## config.mk

```make
export PLATFORM = sky130hd
export DESIGN_NAME = bundle_issue_sb
export DESIGN_NICKNAME = d
export VERILOG_FILES = /design/src/rtl/bis_pkg.sv /design/src/rtl/bis_pending.sv /design/src/rtl/bis_src_check.sv /design/src/rtl/bis_issue_ctrl.sv /design/src/rtl/bundle_issue_sb.sv
export SDC_FILE = /design/constraint.sdc
export NUM_CORES = 1
export LEC_CHECK = 0
export ABC_AREA = 1
export BUFFER_PORTS_ARGS = -buffer_cell sky130_fd_sc_hd__buf_2
export CAP_MARGIN = 5
export CELL_PAD_IN_SITES_DETAIL_PLACEMENT = 0
export CELL_PAD_IN_SITES_GLOBAL_PLACEMENT = 2
export CORE_MARGIN = 10
export CORE_UTILIZATION = 33
export CTS_CLUSTER_DIAMETER = 100
export DETAILED_ROUTE_END_ITERATION = 8
export HOLD_SLACK_MARGIN = 0.02
export PLACE_DENSITY = 0.95
export SYNTH_ARGS = -nofsm -noshare
export SYNTH_HDL_FRONTEND = slang
export SYNTH_SLANG_ARGS = --single-unit
```

## constraint.sdc

```tcl
create_clock -name clk -period 7.61 [get_ports clk]
set_clock_uncertainty 0.2 [all_clocks]
set_input_delay 1.9025 -clock clk [delete_from_list [all_inputs] [get_ports clk]]
set_output_delay 1.9025 -clock clk [all_outputs]
set_load 0.005 [all_outputs]
```

## src/rtl/bis_pkg.sv

```systemverilog
package bis_pkg;
  parameter int NUM_SLOTS   = 3;
  parameter int NUM_REGS    = 64;
  parameter int NUM_WB      = 2;
  parameter int SLOT_BITS   = 41;
  parameter int BUNDLE_BITS = 128;
  // Bits left over for the template field once all slots are packed.
  localparam int TMPL_BITS  = BUNDLE_BITS - NUM_SLOTS * SLOT_BITS;
  localparam int REG_IDX_W  = $clog2(NUM_REGS);
endpackage

```

## src/rtl/bis_pending.sv

```systemverilog
// Scoreboard: one pending bit per architectural register.
module bis_pending #(
  parameter int NR  = 64,
  parameter int NS  = 3,
  parameter int NWB = 2,
  localparam int RW = $clog2(NR)
) (
  input  logic              clk,
  input  logic              rst_n,
  input  logic [NS-1:0]     set_vld,
  input  logic [NS*RW-1:0]  set_reg,
  input  logic [NWB-1:0]    wb_vld,
  input  logic [NWB*RW-1:0] wb_reg,
  output logic [NR-1:0]     pend_q,
  output logic [NR-1:0]     clr_vec
);
  logic [NR-1:0] set_vec;
  logic [NR-1:0] pend_d;
  logic          pend_en;

  always_comb begin
    clr_vec = '0;
    for (int w = 0; w < NWB; w++) begin
      if (wb_vld[w]) clr_vec[wb_reg[w*RW +: RW]] = 1'b1;
    end
  end

  always_comb begin
    set_vec = '0;
    for (int s = 0; s < NS; s++) begin
      if (set_vld[s]) set_vec[set_reg[s*RW +: RW]] = 1'b1;
    end
  end

  // A new set wins over a completion naming the same register.
  always_comb begin
    pend_d    = (pend_q & ~clr_vec) | set_vec;
    pend_d[0] = 1'b0;
    pend_en   = (|set_vec) | (|clr_vec);
  end

  always_ff @(posedge clk or negedge rst_n) begin
    if (!rst_n)       pend_q <= '0;
    else if (pend_en) pend_q <= pend_d;
  end
endmodule

```

## src/rtl/bis_src_check.sv

```systemverilog
// Source hazard probe for one slot.
module bis_src_check #(
  parameter int NR  = 64,
  localparam int RW = $clog2(NR)
) (
  input  logic [NR-1:0] pend_eff,
  input  logic [RW-1:0] src_a,
  input  logic [RW-1:0] src_b,
  output logic          busy
);
  always_comb busy = pend_eff[src_a] | pend_eff[src_b];
endmodule

```

## src/rtl/bis_issue_ctrl.sv

```systemverilog
// In-order slot issue chain and per-bundle progress mask.
module bis_issue_ctrl #(
  parameter int NS  = 3,
  parameter int RW  = 6
) (
  input  logic             clk,
  input  logic             rst_n,
  input  logic             bnd_valid,
  input  logic [NS-1:0]    slot_used,
  input  logic [NS-1:0]    slot_var,
  input  logic [NS*RW-1:0] slot_dst,
  input  logic [NS-1:0]    busy,
  output logic [NS-1:0]    issue,
  output logic             bnd_ready,
  output logic [NS-1:0]    set_vld
);
  logic [NS-1:0] done_q;
  logic [NS-1:0] done_d;
  logic          done_en;
  logic [NS-1:0] live;
  logic [NS-1:0] ok;
  logic [NS:0]   hold;

  always_comb begin
    hold[0] = 1'b0;
    for (int s = 0; s < NS; s++) begin
      live[s]   = slot_used[s] & ~done_q[s];
      ok[s]     = live[s] & ~busy[s] & ~hold[s];
      // Later slots wait behind a blocked slot or a variable-latency writer.
      hold[s+1] = hold[s] | (live[s] & busy[s])
                | (ok[s] & slot_var[s] & (slot_dst[s*RW +: RW] != '0));
    end
    bnd_ready = ((live & ~ok) == '0);
    issue     = ok & {NS{bnd_valid}};
    set_vld   = issue & slot_var;
    for (int s = 0; s < NS; s++) begin
      if (slot_dst[s*RW +: RW] == '0) set_vld[s] = 1'b0;
    end
  end

  always_comb begin
    done_en = bnd_valid;
    done_d  = bnd_ready ? '0 : (done_q | issue);
  end

  always_ff @(posedge clk or negedge rst_n) begin
    if (!rst_n)       done_q <= '0;
    else if (done_en) done_q <= done_d;
  end
endmodule

```

## src/rtl/bundle_issue_sb.sv

```systemverilog
module bundle_issue_sb #(
  parameter int NS  = bis_pkg::NUM_SLOTS,
  parameter int NR  = bis_pkg::NUM_REGS,
  parameter int NWB = bis_pkg::NUM_WB,
  localparam int RW = $clog2(NR)
) (
  input  logic              clk,
  input  logic              rst_n,
  input  logic              bnd_valid,
  output logic              bnd_ready,
  input  logic [NS-1:0]     slot_used,
  input  logic [NS*RW-1:0]  slot_src_a,
  input  logic [NS*RW-1:0]  slot_src_b,
  input  logic [NS*RW-1:0]  slot_dst,
  input  logic [NS-1:0]     slot_var,
  input  logic [NWB-1:0]    wb_vld,
  input  logic [NWB*RW-1:0] wb_reg,
  output logic [NS-1:0]     issue_o
);
  logic [NR-1:0] pend_q;
  logic [NR-1:0] clr_vec;
  logic [NR-1:0] pend_eff;
  logic [NS-1:0] busy;
  logic [NS-1:0] set_vld;

  bis_pending #(.NR(NR), .NS(NS), .NWB(NWB)) u_pend (
    .clk(clk), .rst_n(rst_n),
    .set_vld(set_vld), .set_reg(slot_dst),
    .wb_vld(wb_vld), .wb_reg(wb_reg),
    .pend_q(pend_q), .clr_vec(clr_vec)
  );

  // Completions are visible to the issue check in their own cycle.
  always_comb pend_eff = pend_q & ~clr_vec;

  for (genvar s = 0; s < NS; s++) begin : g_slot
    bis_src_check #(.NR(NR)) u_chk (
      .pend_eff(pend_eff),
      .src_a(slot_src_a[s*RW +: RW]),
      .src_b(slot_src_b[s*RW +: RW]),
      .busy(busy[s])
    );
  end

  bis_issue_ctrl #(.NS(NS), .RW(RW)) u_ctrl (
    .clk(clk), .rst_n(rst_n),
    .bnd_valid(bnd_valid), .slot_used(slot_used),
    .slot_var(slot_var), .slot_dst(slot_dst),
    .busy(busy), .issue(issue_o),
    .bnd_ready(bnd_ready), .set_vld(set_vld)
  );
endmodule


```

==> flow_summary.toml <==
[status]
status = "complete, no violations"

[synthesis]
netlist_top_cells_count = "nand2_1 (637), nand3_1 (335), nor2_1 (332)"
yosysTopAreaCellShare_pct = 24.61
synth_edf_count = 0
synth.distinct_cells = 32
synth_nets = 1961
ys_warn_count = 0
synth-main-ff-cell = "dfrtp_1"
syn_avg_cell_area_um2 = 5.158
ys_seq_area_share_pct = 17.00
ys_ff_latch = 66
synth_area_um2 = 9717
syn_inst = 1884
async_flop_share_pct = 100.0
netlist_top_cells_area = "nand2_1 (25%), nand3_1 (17%), dfrtp_1 (17%)"
synth_most_common_cell = "nand2_1"
yosys.area.top_type = "nand2_1"

[die]
ios = 81
die_area_um2 = 36710
die_h_um = 191.6
rows = 62
core-area_um2 = 28860
start_util_pct = 33.67
die_x_um = 191.6

[min_path]
min_delay_worst_endpoint = "u_ctrl.done_q[0]$_DFFE_PN0P_"
hp-class = "flop to flop"
worstHoldStart = "u_ctrl.done_q[0]$_DFFE_PN0P_"
hold_path_depth = 4

[power_and_ir_drop]
p_leak_uw = 0.005443
power.internal_uw = 768.6
seq_power_share_pct = 29.0
netSwitchingFraction_pct = 47.20
combinationalPowerShare_pct = 43.5
power_frac_clock_pct = 27.5
p_sw_uw = 687.2
p_per_area_nw_per_um2 = 134.7
peakVddDrop_uv = 92.92

[finish]
area_growth_pct = 11.20
final_net_count = 2017
drive_gt1_share_pct = 10.39
stdcell_area_um2 = 10810

[worst_setup_path]
r2r_start = "u_pend.pend_q[4]$_DFFE_PN0P_"
arrival_ns = 5.14
r2r-end = "u_pend.pend_q[47]$_DFFE_PN0P_"
ff2ff_path_depth = 15
startpoint_type = "input pin"
regToRegSetupSlack_ns = 3.94
cp_max_fo = 20
cp_data_required_time_ns = 5.51
crit_type = "input pin to output port"
crit_path_end_kind = "output port"

[timing]
max_freq_mhz = 138.0
period_needed_ns = 7.247
slew_headroom_pct = 15.83
drv_slew = 0
period_share_pct = 95.23
final-hold-violation-count = 0
fin_tns_setup_ns = 0
worst_slew_pin_slew_ns = 1.253
setup_viol = 0
rsz0062_at_grt = "false"

[clock_network]
clk_path_buf_depth = 2
cts_root_buffer = "clkbuf_16"
clkSlewWorstSetupHoldPaths_ns = 0.06
cts_tree = "built"
cts-resized-gates = 0
cts_hold_buf = 0
clock-sinks = 66
post_cts_buffers = 0
insertion_delay_ns = 0.33
cts_buffers = 9
cts_max_level = 3

[placement]
place_congestion = 1.038
post_dp_cell_area_um2 = 10520
port_buffers = 80
dp_hpwl_mm = 41.66

[global_route]
grt_max_degree = 67
grt_util_met1_pct = 39.95
grt_pass1_wl_mm = 81.42
met2_usage_pct = 42.31
overflow = 0
use_met3_pct = 6.728
antenna_found_initial = 1
busiest_layer = "met2"
grtUsageTotal_pct = 29.75
grt_pass1_vias = 12210

[job]
max-cap-violations = 0

[route]
dr.first_iter.drc_count = 2093
wl_per_cell_um = 24.16
drc = 0
vias = 13350
routed_wl_mm = 56.33
ant_nets = 0
drtPass1Iterations = 6
detail_route.vias_per_cell = 5.726
## cell families (layout without fill, tap and decap cells)
group | Yosys count | after routing | share of synthesized area, %
AND/OR/NAND/NOR | 1467 | 1467 | 66.89
buffers and inverters | 259 | 320 | 10.70
AO/OA/AOI/OAI | 92 | 92 | 5.408
flip-flops | 66 | 66 | 17.00
other | 0 | 2 | 0
## cell usage in the layout, fill, tap and decap left out
master and n:
inv_2 7, o21ai_2 1, nor3b_1 1, diode_2 2, inv_6 3, o21ai_1 2, o211ai_2 5, nand3_2 28
nand2_1 637, nand2_2 4, buf_2 80, clkinv_1 8, nor3_1 10, dfrtp_1 66, nand4_1 87, o21bai_1 2
nand3b_1 2, nor2_4 3, o211ai_1 6, nor2_1 332, clkinvlp_4 3, o21ai_0 46, nor2_2 17, buf_4 31
nand3_4 1, nor3_2 8, nor2_8 1, nand3_1 335, clkbuf_16 9, inv_1 178, inv_8 1, and2_1 1
o2bb2ai_1 1, a21oi_1 29
## worst max-delay path, cell delays in order
cell	delay (ns)
buf_2	0.30
clkinv_1	0.48
nor2_1	0.54
inv_1	0.37
nor2_1	0.18
nor2_1	0.08
nand2_1	0.06
nand3_1	0.07
nand3_1	0.09
nand3_1	0.08
nand2_1	0.15
o21ai_2	0.18
nand2_2	0.16
nor2_2	0.07
nand2_1	0.06
nand2_1	0.07
and2_1	0.14
buf_2	0.12
## layer usage
metal | part of all wire (%) | routed length, µm
met1 | 42 | 23520
met2 | 41 | 22880
met3 | 11 | 5998
met4 | 7.0 | 3927
met5 | 0 | 0
## registers in the layout, summed over array words and instances, names as in the netlist
name,flops
u_pend.pend_q,63
u_ctrl.done_q,3
## per-stage QoR
step	hold slack, ns	util (%)	power [µW]	worst slack [ns]	instances
6_report	0.3393	37.44	1456	0.3627	2331
5_1_grt	0.3894	37.43	1507	0.05452	2329
3_3_place_gp	0.3257	36.44	1030	0.4009	2313
4_1_cts	0.3415	37.43	1424	0.4484	2329
3_5_place_dp	0.3263	36.44	1028	0.4792	2313
2_1_floorplan	0.2966	-	750.7	1.638	1884
## power by group through the flow
stage                     clock network [µW]  registers, µW  logic, µW
after floorplan                            0            411        340
after global placement                     0            425        605
after detailed placement                   0            425        603
after CTS                                400            419        605
after global routing                     417            422        668
final                                    401            422        633
## worst max path at each step
stage	start	endpoint	slack (ns)	cells after the start
finish	slot_src_a[0]	bnd_ready	0.36	18
global route	slot_src_a[0]	bnd_ready	0.05	18
CTS	slot_src_a[0]	bnd_ready	0.45	18
detailed placement	slot_src_a[0]	bnd_ready	0.48	18
global placement	slot_src_a[0]	bnd_ready	0.40	18
floorplan	wb_reg[0]	issue_o[1]	1.64	19
## final cells by class
class / count / area [µm²]
inverters: 193 / 724.4
repair buffers: 111 / 633.1
clock inverters: 7 / 60.06
multi-input cells: 1559 / 7025
clock buffers: 9 / 225.2
flip-flops and latches: 66 / 1652
diodes: 2 / 5.005
well taps: 384 / 480.5
fillers: 3331 / 18050
(Power assumes the default switching activity.)
